===== src/rtl/retire_pkg.sv =====
package retire_pkg;

  typedef enum logic [1:0] {
    REQ_NONE    = 2'd0,
    REQ_NONSPEC = 2'd1,
    REQ_REPLAY  = 2'd2,
    REQ_TRAP    = 2'd3
  } req_e;

  typedef struct packed {
    logic ready;
    logic squashed;
    logic executed;
    logic serial;
    logic fence;
    logic load;
    logic fault;
    logic no_count;
  } head_t;

endpackage


===== src/rtl/retire_stage.sv =====
// One link of the retirement walk: decides the fate of one window entry.
module retire_stage
  import retire_pkg::*;
#(
  parameter int W     = 4,
  parameter int CNT_W = $clog2(W + 1)
) (
  input  head_t            head_i,
  input  logic             stores_pend_i,
  input  logic             stop_i,
  input  logic [CNT_W-1:0] cnt_i,
  output logic             stop_o,
  output logic [CNT_W-1:0] cnt_o,
  output logic             remove_o,
  output logic             commit_o,
  output logic             counted_o,
  output logic             squash_o,
  output req_e             req_o
);

  localparam logic [CNT_W-1:0] CREDIT = CNT_W'(W);

  logic first_slot;
  assign first_slot = (cnt_i == '0) && !stores_pend_i;

  always_comb begin
    stop_o    = stop_i;
    cnt_o     = cnt_i;
    remove_o  = 1'b0;
    commit_o  = 1'b0;
    counted_o = 1'b0;
    squash_o  = 1'b0;
    req_o     = REQ_NONE;
    if (!stop_i) begin
      if (!head_i.ready) begin
        stop_o = 1'b1;
      end else if (head_i.squashed) begin
        remove_o = 1'b1;
        squash_o = 1'b1;
      end else if (cnt_i == CREDIT) begin
        stop_o = 1'b1;
      end else if (!head_i.executed) begin
        stop_o = 1'b1;
        if (head_i.serial || head_i.fence) begin
          if (first_slot) req_o = REQ_NONSPEC;
        end else if (head_i.load) begin
          req_o = REQ_REPLAY;
        end
      end else if (head_i.fault) begin
        stop_o = 1'b1;
        if (first_slot) req_o = REQ_TRAP;
      end else begin
        remove_o  = 1'b1;
        commit_o  = 1'b1;
        counted_o = !head_i.no_count;
        cnt_o     = cnt_i + 1'b1;
      end
    end
  end

endmodule


===== src/rtl/retire_track.sv =====
// Architectural PC, trap-pending state and full-width cycle counter.
module retire_track #(
  parameter int          PC_W     = 32,
  parameter int          FC_W     = 16,
  parameter logic [31:0] RESET_PC = 32'h0000_1000,
  parameter int          INSN_SZ  = 4
) (
  input  logic            clk_i,
  input  logic            rst_ni,
  input  logic            commit_any_i,
  input  logic [PC_W-1:0] last_npc_i,
  input  logic            full_hit_i,
  input  logic            trap_set_i,
  input  logic            trap_clr_i,
  output logic [PC_W-1:0] pc_o,
  output logic [PC_W-1:0] npc_o,
  output logic [FC_W-1:0] full_cnt_o,
  output logic            trap_pending_o
);

  localparam logic [PC_W-1:0] PC_INIT = PC_W'(RESET_PC);
  localparam logic [PC_W-1:0] STEP    = PC_W'(INSN_SZ);

  logic [PC_W-1:0] pc_q, npc_q;
  logic [FC_W-1:0] full_q;
  logic            trap_q;

  always_ff @(posedge clk_i or negedge rst_ni) begin
    if (!rst_ni) begin
      pc_q  <= PC_INIT;
      npc_q <= PC_INIT + STEP;
    end else if (commit_any_i) begin
      pc_q  <= last_npc_i;
      npc_q <= last_npc_i + STEP;
    end
  end

  always_ff @(posedge clk_i or negedge rst_ni) begin
    if (!rst_ni)         full_q <= '0;
    else if (full_hit_i) full_q <= full_q + 1'b1;
  end

  always_ff @(posedge clk_i or negedge rst_ni) begin
    if (!rst_ni)         trap_q <= 1'b0;
    else if (trap_clr_i) trap_q <= 1'b0;
    else if (trap_set_i) trap_q <= 1'b1;
  end

  assign pc_o           = pc_q;
  assign npc_o          = npc_q;
  assign full_cnt_o     = full_q;
  assign trap_pending_o = trap_q;

endmodule


===== src/rtl/retire_ctrl.sv =====
module retire_ctrl
  import retire_pkg::*;
#(
  parameter int          W        = 4,
  parameter int          D        = 2 * W,
  parameter int          SEQ_W    = 16,
  parameter int          PC_W     = 32,
  parameter int          FC_W     = 16,
  parameter logic [31:0] RESET_PC = 32'h0000_1000
) (
  input  logic                     clk_i,
  input  logic                     rst_ni,
  input  logic                     sel_valid_i,
  input  logic                     stores_pend_i,
  input  logic                     trap_done_i,
  input  logic [D-1:0]             ready_i,
  input  logic [D-1:0]             squashed_i,
  input  logic [D-1:0]             executed_i,
  input  logic [D-1:0]             serial_i,
  input  logic [D-1:0]             fence_i,
  input  logic [D-1:0]             load_i,
  input  logic [D-1:0]             fault_i,
  input  logic [D-1:0]             no_count_i,
  input  logic [D*SEQ_W-1:0]       seq_i,
  input  logic [D*PC_W-1:0]        npc_i,
  output logic [D-1:0]             retire_o,
  output logic [$clog2(W+1)-1:0]   retire_cnt_o,
  output logic [$clog2(W+1)-1:0]   insn_cnt_o,
  output logic [$clog2(D+1)-1:0]   squash_cnt_o,
  output logic                     done_valid_o,
  output logic [SEQ_W-1:0]         done_seq_o,
  output logic                     nonspec_req_o,
  output logic [SEQ_W-1:0]         nonspec_seq_o,
  output logic                     replay_req_o,
  output logic [SEQ_W-1:0]         replay_seq_o,
  output logic                     trap_req_o,
  output logic                     trap_pending_o,
  output logic [PC_W-1:0]          pc_o,
  output logic [PC_W-1:0]          npc_o,
  output logic [FC_W-1:0]          full_cnt_o
);

  localparam int CNT_W = $clog2(W + 1);
  localparam int SQ_W  = $clog2(D + 1);

  logic             stop_c [D+1];
  logic [CNT_W-1:0] cnt_c  [D+1];
  logic [D-1:0]     commit_v, counted_v, squash_v;
  req_e             req_v  [D];
  logic             trap_pend;

  assign stop_c[0] = !sel_valid_i || trap_pend;
  assign cnt_c[0]  = '0;

  for (genvar i = 0; i < D; i++) begin : g_walk
    head_t h;
    assign h = '{ready:    ready_i[i],    squashed: squashed_i[i],
                 executed: executed_i[i], serial:   serial_i[i],
                 fence:    fence_i[i],    load:     load_i[i],
                 fault:    fault_i[i],    no_count: no_count_i[i]};

    retire_stage #(.W(W), .CNT_W(CNT_W)) u_stage (
      .head_i       (h),
      .stores_pend_i(stores_pend_i),
      .stop_i       (stop_c[i]),
      .cnt_i        (cnt_c[i]),
      .stop_o       (stop_c[i+1]),
      .cnt_o        (cnt_c[i+1]),
      .remove_o     (retire_o[i]),
      .commit_o     (commit_v[i]),
      .counted_o    (counted_v[i]),
      .squash_o     (squash_v[i]),
      .req_o        (req_v[i])
    );
  end

  logic [PC_W-1:0] last_npc;
  logic [CNT_W-1:0] insn_sum;
  logic [SQ_W-1:0]  sq_sum;

  always_comb begin
    last_npc      = '0;
    done_seq_o    = '0;
    insn_sum      = '0;
    sq_sum        = '0;
    nonspec_req_o = 1'b0;
    nonspec_seq_o = '0;
    replay_req_o  = 1'b0;
    replay_seq_o  = '0;
    trap_req_o    = 1'b0;
    for (int i = 0; i < D; i++) begin
      insn_sum = insn_sum + CNT_W'(counted_v[i]);
      sq_sum   = sq_sum + SQ_W'(squash_v[i]);
      if (commit_v[i]) begin
        last_npc   = npc_i[i*PC_W +: PC_W];
        done_seq_o = seq_i[i*SEQ_W +: SEQ_W];
      end
      unique case (req_v[i])
        REQ_NONSPEC: begin
          nonspec_req_o = 1'b1;
          nonspec_seq_o = seq_i[i*SEQ_W +: SEQ_W];
        end
        REQ_REPLAY: begin
          replay_req_o = 1'b1;
          replay_seq_o = seq_i[i*SEQ_W +: SEQ_W];
        end
        REQ_TRAP: trap_req_o = 1'b1;
        default: ;
      endcase
    end
  end

  assign retire_cnt_o = cnt_c[D];
  assign insn_cnt_o   = insn_sum;
  assign squash_cnt_o = sq_sum;
  assign done_valid_o = |commit_v;

  retire_track #(
    .PC_W(PC_W), .FC_W(FC_W), .RESET_PC(RESET_PC), .INSN_SZ(4)
  ) u_track (
    .clk_i         (clk_i),
    .rst_ni        (rst_ni),
    .commit_any_i  (|commit_v),
    .last_npc_i    (last_npc),
    .full_hit_i    (cnt_c[D] == CNT_W'(W)),
    .trap_set_i    (trap_req_o),
    .trap_clr_i    (trap_done_i),
    .pc_o          (pc_o),
    .npc_o         (npc_o),
    .full_cnt_o    (full_cnt_o),
    .trap_pending_o(trap_pend)
  );

  assign trap_pending_o = trap_pend;

endmodule


===== config.mk =====
export PLATFORM = sky130hd
export DESIGN_NAME = retire_ctrl
export DESIGN_NICKNAME = d
export VERILOG_FILES = /design/src/rtl/retire_pkg.sv /design/src/rtl/retire_stage.sv /design/src/rtl/retire_track.sv /design/src/rtl/retire_ctrl.sv
export SDC_FILE = /design/constraint.sdc
export NUM_CORES = 1
export LEC_CHECK = 0
export ABC_AREA = 1
export BUFFER_PORTS_ARGS = -buffer_cell sky130_fd_sc_hd__clkbuf_2
export CAP_MARGIN = 10
export CORE_AREA = 2 2 233 235
export DETAILED_ROUTE_END_ITERATION = 7
export DIE_AREA = 0 0 235 237
export HOLD_SLACK_MARGIN = 0.02
export PLACE_DENSITY = 0.56
export SETUP_SLACK_MARGIN = 0.5
export SLEW_MARGIN = 30
export SYNTH_ARGS = -nofsm -noshare
export SYNTH_HDL_FRONTEND = slang
export SYNTH_HIERARCHICAL = 1
export SYNTH_SLANG_ARGS = --single-unit

===== constraint.sdc =====
create_clock -name clk_i -period 11.9 [get_ports clk_i]
set_input_delay 1.19 -clock clk_i [delete_from_list [all_inputs] [get_ports clk_i]]
set_output_delay 1.19 -clock clk_i [all_outputs]
set_load 0.01 [all_outputs]

==> results of run 1 <==
==> worst max-delay path by stage <==
stage / end / slack [ns] / cells past startpoint
global route: insn_cnt_o[2] / 1.45 / 60
floorplan: insn_cnt_o[2] / 3.20 / 56
finish: insn_cnt_o[2] / 2.14 / 58
global placement: insn_cnt_o[2] / 2.18 / 58
CTS: insn_cnt_o[2] / 2.07 / 58
detailed placement: insn_cnt_o[2] / 2.10 / 58
==> layout make-up <==
type / instances / area, um2
clock inverters: 7 / 53.8
clock buffers: 9 / 225
inverters: 382 / 1440
flip-flops and latches: 79 / 1980
repair buffers: 616 / 3120
diodes: 12 / 30.0
multi-input cells: 2019 / 9240
fillers: 6239 / 36300
well taps: 696 / 871
==> layout by cell type (no fill, tap or decap), types with 3 or more instances in the layout <==
master     instances
nand2_1         1092
clkbuf_2         602
inv_1            350
nor2_1           279
nand3_1          162
a21oi_1          129
o21ai_0          101
dfrtp_1           76
nand2_2           37
a21oi_2           29
a31oi_1           25
nor2_4            23
ha_1              23
inv_2             19
nand4_1           18
a22oi_1           15
buf_4             14
diode_2           12
clkinv_1          12
o22ai_1           11
nor2_2            11
conb_1            10
xor2_1            10
clkbuf_16          9
fa_1               8
nor3_1             7
o211ai_1           6
xnor2_1            5
or2_2              5
dfstp_2            3
==> power by group through the flow <==
stage          Combinational [mW]  Clock (mW)  Sequential (mW)
2_1_floorplan              0.0820           0            0.309
3_3_place_gp                0.227           0            0.305
3_5_place_dp                0.227           0            0.305
4_1_cts                     0.229       0.280            0.300
5_1_grt                     0.255       0.290            0.301
6_report                    0.228       0.274            0.300
==> metrics by stage <==
step                hold WS [ns]  area, um2  instances  worst slack [ns]   util
CTS                        0.477      16900       3808              2.07  0.318
global route               0.498      17000       3817              1.45  0.318
floorplan                  0.469      13300       2602              3.20      -
finish                     0.476      17000       3820              2.14  0.318
detailed placement         0.462      16600       3792              2.10  0.312
global placement           0.459      16600       3792              2.18  0.312
==> per-layer routing <==
metal / share of wire / up-vias / global-route usage
met1: 0.36 / 7941 / 0.278
met4: 0.053 / 14 / 0.120
met2: 0.52 / 754 / 0.496
met3: 0.066 / 154 / 0.0502
met5: 0.0010 / - / 0
li1: - / 8962 / -
==> worst register-to-register path, delay by kind of cell, from the launching register on <==
family          cells  cell delay (ns)
compound gates      1             0.08
flops               1             0.47
fa+ha+maj           7             1.67
simple gates       34             3.62
buf+inv            18             2.63
==> state kept, by name, summed over array words and instances (netlist names) <==
register	count
u_track/full_cnt_o	16
u_track/npc_o	30
u_track/trap_pending_o	1
u_track/pc_o	32
==> impl_metrics.yaml, run 1 <==
global_routing:
  antenna_found_initial: 25
  grt_pass1_wl_um: 109000
  grt_max_degree: 83
  gr-total-overflow: 0
  grt_pass1_vias: 17300
  grt_usage: 0.262
floorplanning:
  die_h_um: 237
  die_w_um: 235
  die-area_um2: 55700
  io_pins: 604
  rows: 85
  coreArea_um2: 53300
  start_util: 0.249
hold_path:
  hp-class: "flop to flop"
  hp-start: "u_track/pc_o[12]"
  min_to: "u_track/pc_o[12]"
  hold_depth: 2
worst_setup_path:
  reg2regPathDepth: 60
  critPathKind: "primary input to output pin"
  required_ns: 10.71
  arrival_ns: 8.57
  worstSetupStartpoint: "sel_valid_i"
  slowest_delay_ns: 0.44
  reg2reg_from: "u_track/trap_pending_o"
  r2r-end: "u_track/npc_o[14]"
  r2r_slack_ns: 3.32
  start_kind: "primary input"
  slowest_stage: "fa_1"
  critPathBufInv: 18
  end_kind: "output pin"
  path_max_fanout: 5
  crit_top_cell: "inv_1"
  path_delay_family: "simple AND/OR/NAND/NOR gates"
timing:
  worstMarginPinSlew_ns: 0.982
  max_freq_mhz: 102
  setup_viol: 0
  finalHoldViolations: 0
  finalMaxSlewViolations: 0
  post-route-min-period_ns: 9.76
  tns_ns: 0
  max_slew_margin: 0.344
  finClkSkew_ns: 0.00744
  rsz0062_at_grt: "false"
  min_period_over_period: 0.821
finish:
  drive_above_1_share: 0.246
  area_growth_syn_to_layout_pct: 27.9
  final_nets: 3591
power:
  seqPwrFrac: 0.374
  p_int_mw: 0.525
  finalPower_mw: 0.801
  power.leakage_nw: 10.4
  switchingPower_mw: 0.277
  swShare: 0.345
  power_frac_comb: 0.284
  pwr-share-clk: 0.341
  power_density_nw_per_um2: 47.3
  peakVddDrop_uv: 60.3
clocking:
  cts_resized: 0
  cts_setup_buffers: 0
  clock_latency_ns: 0.35
  ctsHoldBuffers: 0
  clk_path_buf_depth: 2
  cts_sinks: 79
  cts_root_buf: "clkbuf_16"
  cts_buffers: 9
  tritoncts: "done"
  htree_levels: 3
  path_clk_slew_ns: 0.07
routing:
  drc: 0
  avgRoutedWirePerCell_um: 19.8
  dr.pass1.iters: 5
  num_vias: 17800
  drtIter0Drc: 1289
  wl_um: 75600
  drt-vias-per-instance: 4.67
  antenna_left: 0
synth:
  synth_area_um2: 13300
  avgSynthCellArea_um2: 5.11
  syn_inst: 2593
  ys_warn_count: 6
outcome:
  outcome: "completed"
run:
  drv_cap: 0
placed_design:
  dp_hpwl_um: 62400
  portBuffers: 603
  gp_congestion: 0.940
Note: power is estimated with default switching activity, not from simulation.
==> inputs of run 2 (changes only) <==
==> constraint.sdc (replaced) <==
create_clock -name clk_i -period 9.5 [get_ports clk_i]
set_input_delay 0.95 -clock clk_i [delete_from_list [all_inputs] [get_ports clk_i]]
set_output_delay 0.95 -clock clk_i [all_outputs]
set_load 0.01 [all_outputs]
==> impl_metrics.yaml, run 2 (synthesis gave the netlist of run 1 again) <==
global_routing:
  gr-total-overflow: 0
  grt_max_degree: 68
  grt_usage: 0.263
  antenna_found_initial: 24
  grt_pass1_wl_um: 110000
  grt_pass1_vias: 17400
finish:
  drive_above_1_share: 0.265
  multi_input_area_um2: 9400
  final_cells: 3844
  area_growth_syn_to_layout_pct: 31.0
  layout_commonest_cell: "nand2_1"
  largest_reg_flops: 32
  nFillCells: 6196
  regArea_um2: 1980
  mostFrequentLayoutCells: "nand2_1, clkbuf_2, inv_1, nor2_1, nand3_1"
  final_nets: 3618
routing:
  num_vias: 18000
  drtIter0Drc: 1206
  antenna_left: 0
  wl_um: 75500
  dr.pass1.iters: 6
  wl_met3_um: 5050
  wl_met2_um: 38800
  drc: 0
  maxUsedRoutingLayer: "met5"
  avgRoutedWirePerCell_um: 19.6
  wl_met1_um: 27500
  drt-vias-per-instance: 4.68
worst_setup_path:
  end_kind: "output pin"
  r2r-end: "u_track/npc_o[15]"
  slowest_delay_ns: 0.44
  critPathKind: "primary input to output pin"
  r2r_slack_ns: 1.94
  reg2regPathDepth: 63
  required_ns: 8.55
  crit_top_cell: "nand2_2"
  start_kind: "primary input"
  slowest_stage: "fa_1"
  arrival_ns: 7.60
  path_max_fanout: 4
  reg2reg_from: "u_track/trap_pending_o"
timing:
  tns_ns: 0
  finalMaxSlewViolations: 0
  rsz0062_at_grt: "false"
  finClkSkew_ns: 0.0236
  max_slew_margin: 0.401
  max_freq_mhz: 117
  min_period_over_period: 0.900
  setup_viol: 0
  holdWs_ns: 0.472
  worstMarginPinSlew_ns: 0.893
  post-route-min-period_ns: 8.55
  finalHoldViolations: 0
clocking:
  clock_latency_ns: 0.36
  cts_root_buf: "clkbuf_16"
  clk_path_buf_depth: 2
  htree_levels: 3
  cts_sinks: 79
  path_clk_slew_ns: 0.07
  tritoncts: "done"
  cts_buffers: 9
  ctsHoldBuffers: 0
hold_path:
  hp-class: "flop to flop"
  hp-start: "u_track/pc_o[3]"
  min_to: "u_track/pc_o[3]"
  hold_depth: 2
run:
  drv_cap: 0
floorplanning:
  die-area_um2: 55700
  die_w_um: 235
  coreArea_um2: 53300
  rows: 85
  die_h_um: 237
  io_pins: 604
  start_util: 0.249
placed_design:
  portBuffers: 603
  dp_hpwl_um: 62500
  gp_congestion: 0.946
  dp_cells: 3806
power:
  peakVddDrop_uv: 80.4
  power_density_nw_per_um2: 60.2
  finalPower_mw: 1.05
  power.leakage_nw: 10.6
outcome:
  outcome: "completed"
==> run 2: through the flow <==
| stage | instance area [um2] | setup WS [ns] | util |
|---|---|---|---|
| finish | 17400 | 0.954 | 0.326 |
| global route | 17400 | 0.461 | 0.326 |
| CTS | 17100 | 0.512 | 0.322 |
| detailed placement | 16800 | 0.133 | 0.315 |
| global placement | 16800 | 0.244 | 0.315 |
| floorplan | 13300 | 1.28 | - |
==> run 2: what timing repair did <==
item                       CTS  global route
setup buffers                1            12
setup endpoints to repair    2            42
gates cloned                 0             0
pin swaps                    4            22
resized for setup           14            37
==> run 2: area by class of cell <==
type | instances | share of cell area
multi-input cells | 2019 | 0.541
repair buffers | 643 | 0.193
flip-flops and latches | 79 | 0.114
inverters | 382 | 0.0828
well taps | 696 | 0.0501
clock buffers | 9 | 0.0130
clock inverters | 7 | 0.00490
diodes | 9 | 0.00130
==> run 2: worst max-delay path by stage <==
| stage | start | endpoint | slack [ns] | cells past startpoint |
|---|---|---|---|---|
| after floorplan | sel_valid_i | insn_cnt_o[2] | 1.28 | 56 |
| after global placement | sel_valid_i | insn_cnt_o[2] | 0.24 | 58 |
| after detailed placement | sel_valid_i | insn_cnt_o[2] | 0.13 | 58 |
| after CTS | sel_valid_i | insn_cnt_o[2] | 0.51 | 60 |
| after global routing | sel_valid_i | insn_cnt_o[2] | 0.46 | 62 |
| final | fault_i[0] | insn_cnt_o[2] | 0.95 | 59 |
==> run 2: worst max-delay path, delay by kind of cell <==
family | cells | cell delay, ns
xor gates and xnor gates | 1 | 0.20
and+or+nand+nor | 30 | 2.89
buffers and inverters | 18 | 1.19
adders and majority gates | 10 | 2.39
==> run 2: report_power, final <==
part           total (mW)  internal (mW)  leakage [nW]  switching (mW)
Combinational       0.297          0.128          9.42           0.169
Clock               0.373          0.209         0.147           0.163
Sequential          0.376          0.356          1.06          0.0200
==> run 2: routing by layer <==
| layer | up-vias | track usage |
|---|---|---|
| met5 | - | 0 |
| met4 | 20 | 0.129 |
| met3 | 153 | 0.0523 |
| met2 | 716 | 0.492 |
| met1 | 8083 | 0.280 |
| li1 | 9019 | - |
==> inputs of run 3 (changes only) <==
--- a/config.mk
+++ b/config.mk
@@ -13,7 +13,9 @@
 export DIE_AREA = 0 0 235 237
 export HOLD_SLACK_MARGIN = 0.02
 export PLACE_DENSITY = 0.56
+export RECOVER_POWER = 100
 export SETUP_SLACK_MARGIN = 0.5
+export SKIP_CTS_REPAIR_TIMING = 1
 export SLEW_MARGIN = 30
 export SYNTH_ARGS = -nofsm -noshare
 export SYNTH_HDL_FRONTEND = slang
==> impl_metrics.yaml, run 3 (synthesis gave the netlist of run 1 again) <==
worst_setup_path:
  path_max_fanout: 5
  end_kind: "output pin"
  slowest_stage: "fa_1"
  start_kind: "primary input"
  slowest_delay_ns: 0.44
  arrival_ns: 7.80
  critPathKind: "primary input to output pin"
  required_ns: 8.55
  crit_top_cell: "nand2_2"
placed_design:
  placed_area_um2: 16800
  gp_congestion: 0.946
  dp_cells: 3806
  dp_slack_ns: 0.133
  dp_hpwl_um: 62500
  portBuffers: 603
routing:
  dr.pass1.iters: 7
  drtIter0Drc: 1167
  antenna_left: 0
  avgRoutedWirePerCell_um: 19.7
  drc: 0
  num_vias: 18100
  drt-vias-per-instance: 4.71
  wl_um: 75600
power:
  peakVddDrop_uv: 80.8
  power.leakage_nw: 10.3
  finalPower_mw: 1.04
  power_density_nw_per_um2: 60.3
timing:
  max_slew_margin: -1.23
  layout_setup_ws_ns: 0.754
  finClkSkew_ns: 0.0236
  post-route-min-period_ns: 8.75
  tns_ns: 0
  worstMarginPinSlew_ns: 3.35
  finalHoldViolations: 0
  rsz0062_at_grt: "false"
  finalMaxSlewViolations: 56
  min_period_over_period: 0.921
  max_freq_mhz: 114
  setup_viol: 0
  holdWs_ns: 0.471
floorplanning:
  io_pins: 604
  die-area_um2: 55700
  die_h_um: 237
  coreArea_um2: 53300
  die_w_um: 235
  rows: 85
  start_util: 0.249
finish:
  mostFrequentLayoutCells: "nand2_1, clkbuf_2, inv_1, nor2_1, nand3_1"
  nFillCells: 6253
  drive_above_1_share: 0.235
  layout_commonest_cell: "nand2_1"
  final_cells: 3846
  final_nets: 3620
  area_growth_syn_to_layout_pct: 29.9
  postLayoutCellArea_um2: 17200
  largest_reg_flops: 32
  fin_util: 0.323
run:
  drv_cap: 1
global_routing:
  grt_usage: 0.263
  grt_pass1_wl_um: 110000
  antenna_found_initial: 24
  gr-total-overflow: 0
  grt_max_degree: 68
  grt_pass1_vias: 17400
clocking:
  clock_latency_ns: 0.36
  cts_sinks: 79
  cts_buffers: 9
  cts_root_buf: "clkbuf_16"
  path_clk_slew_ns: 0.07
  htree_levels: 3
  tritoncts: "done"
  clk_path_buf_depth: 2
outcome:
  outcome: "complete, but fails checks"
  violations: "capacitance limit, slew limit"
hold_path:
  hp-class: "flop to flop"
run 3: cell types whose count changed in the layout (fill, tap and decap cells not counted), moves of 2 or more:
cell / change
nand3_1: +2
clkbuf_1: +90
nor2_1: +3
nor2_2: -2
nand3_2: -2
clkbuf_2: -87
nand2_2: -2
run 3: metal layers:
layer	part of all wire	wire [um]	GRT usage
met2	0.51	38800	0.492
met1	0.36	27400	0.279
met5	0.0017	126	0
met3	0.068	5170	0.0535
met4	0.054	4120	0.129
run 3: cell type report:
cell class | count | area [um2] | area share
Timing Repair Buffer | 645 | 3240 | 0.188
Clock buffer | 9 | 225 | 0.0131
Clock inverter | 7 | 85.1 | 0.00494
Sequential cell | 79 | 1980 | 0.115
Multi-Input combinational cell | 2019 | 9370 | 0.544
Antenna cell | 9 | 22.5 | 0.00131
Tap cell | 696 | 871 | 0.0505
Inverter | 382 | 1440 | 0.0834
run 3: power breakdown:
group | internal, mW | switching [mW] | leakage, nW
logic | 0.123 | 0.169 | 9.12
clock network | 0.209 | 0.162 | 0.147
registers | 0.356 | 0.0199 | 1.06
total | 0.689 | 0.351 | 10.3
run 3: worst max-delay path: cells and delay by family:
family / cells / cell delay (ns)
compound gates: 1 / 0.20
xor+xnor: 1 / 0.26
fa+ha+maj: 9 / 2.14
buf+inv: 19 / 1.32
simple gates: 29 / 2.95
run 3: path summary, 6_finish.rpt:
path                                               to  slack (ns)                   start  depth (start not counted)
worst max-delay path                    insn_cnt_o[2]        0.75              fault_i[0]                         59
worst min-delay path                  u_track/pc_o[3]        0.47         u_track/pc_o[3]                          2
worst max register to register      u_track/npc_o[23]        1.74  u_track/trap_pending_o                         65
worst min register to register        u_track/pc_o[3]        0.47         u_track/pc_o[3]                          2
max in group asynchronous       u_track/full_cnt_o[8]        4.77                  rst_ni                          2
min in group asynchronous             u_track/pc_o[3]        0.91                  rst_ni                          1
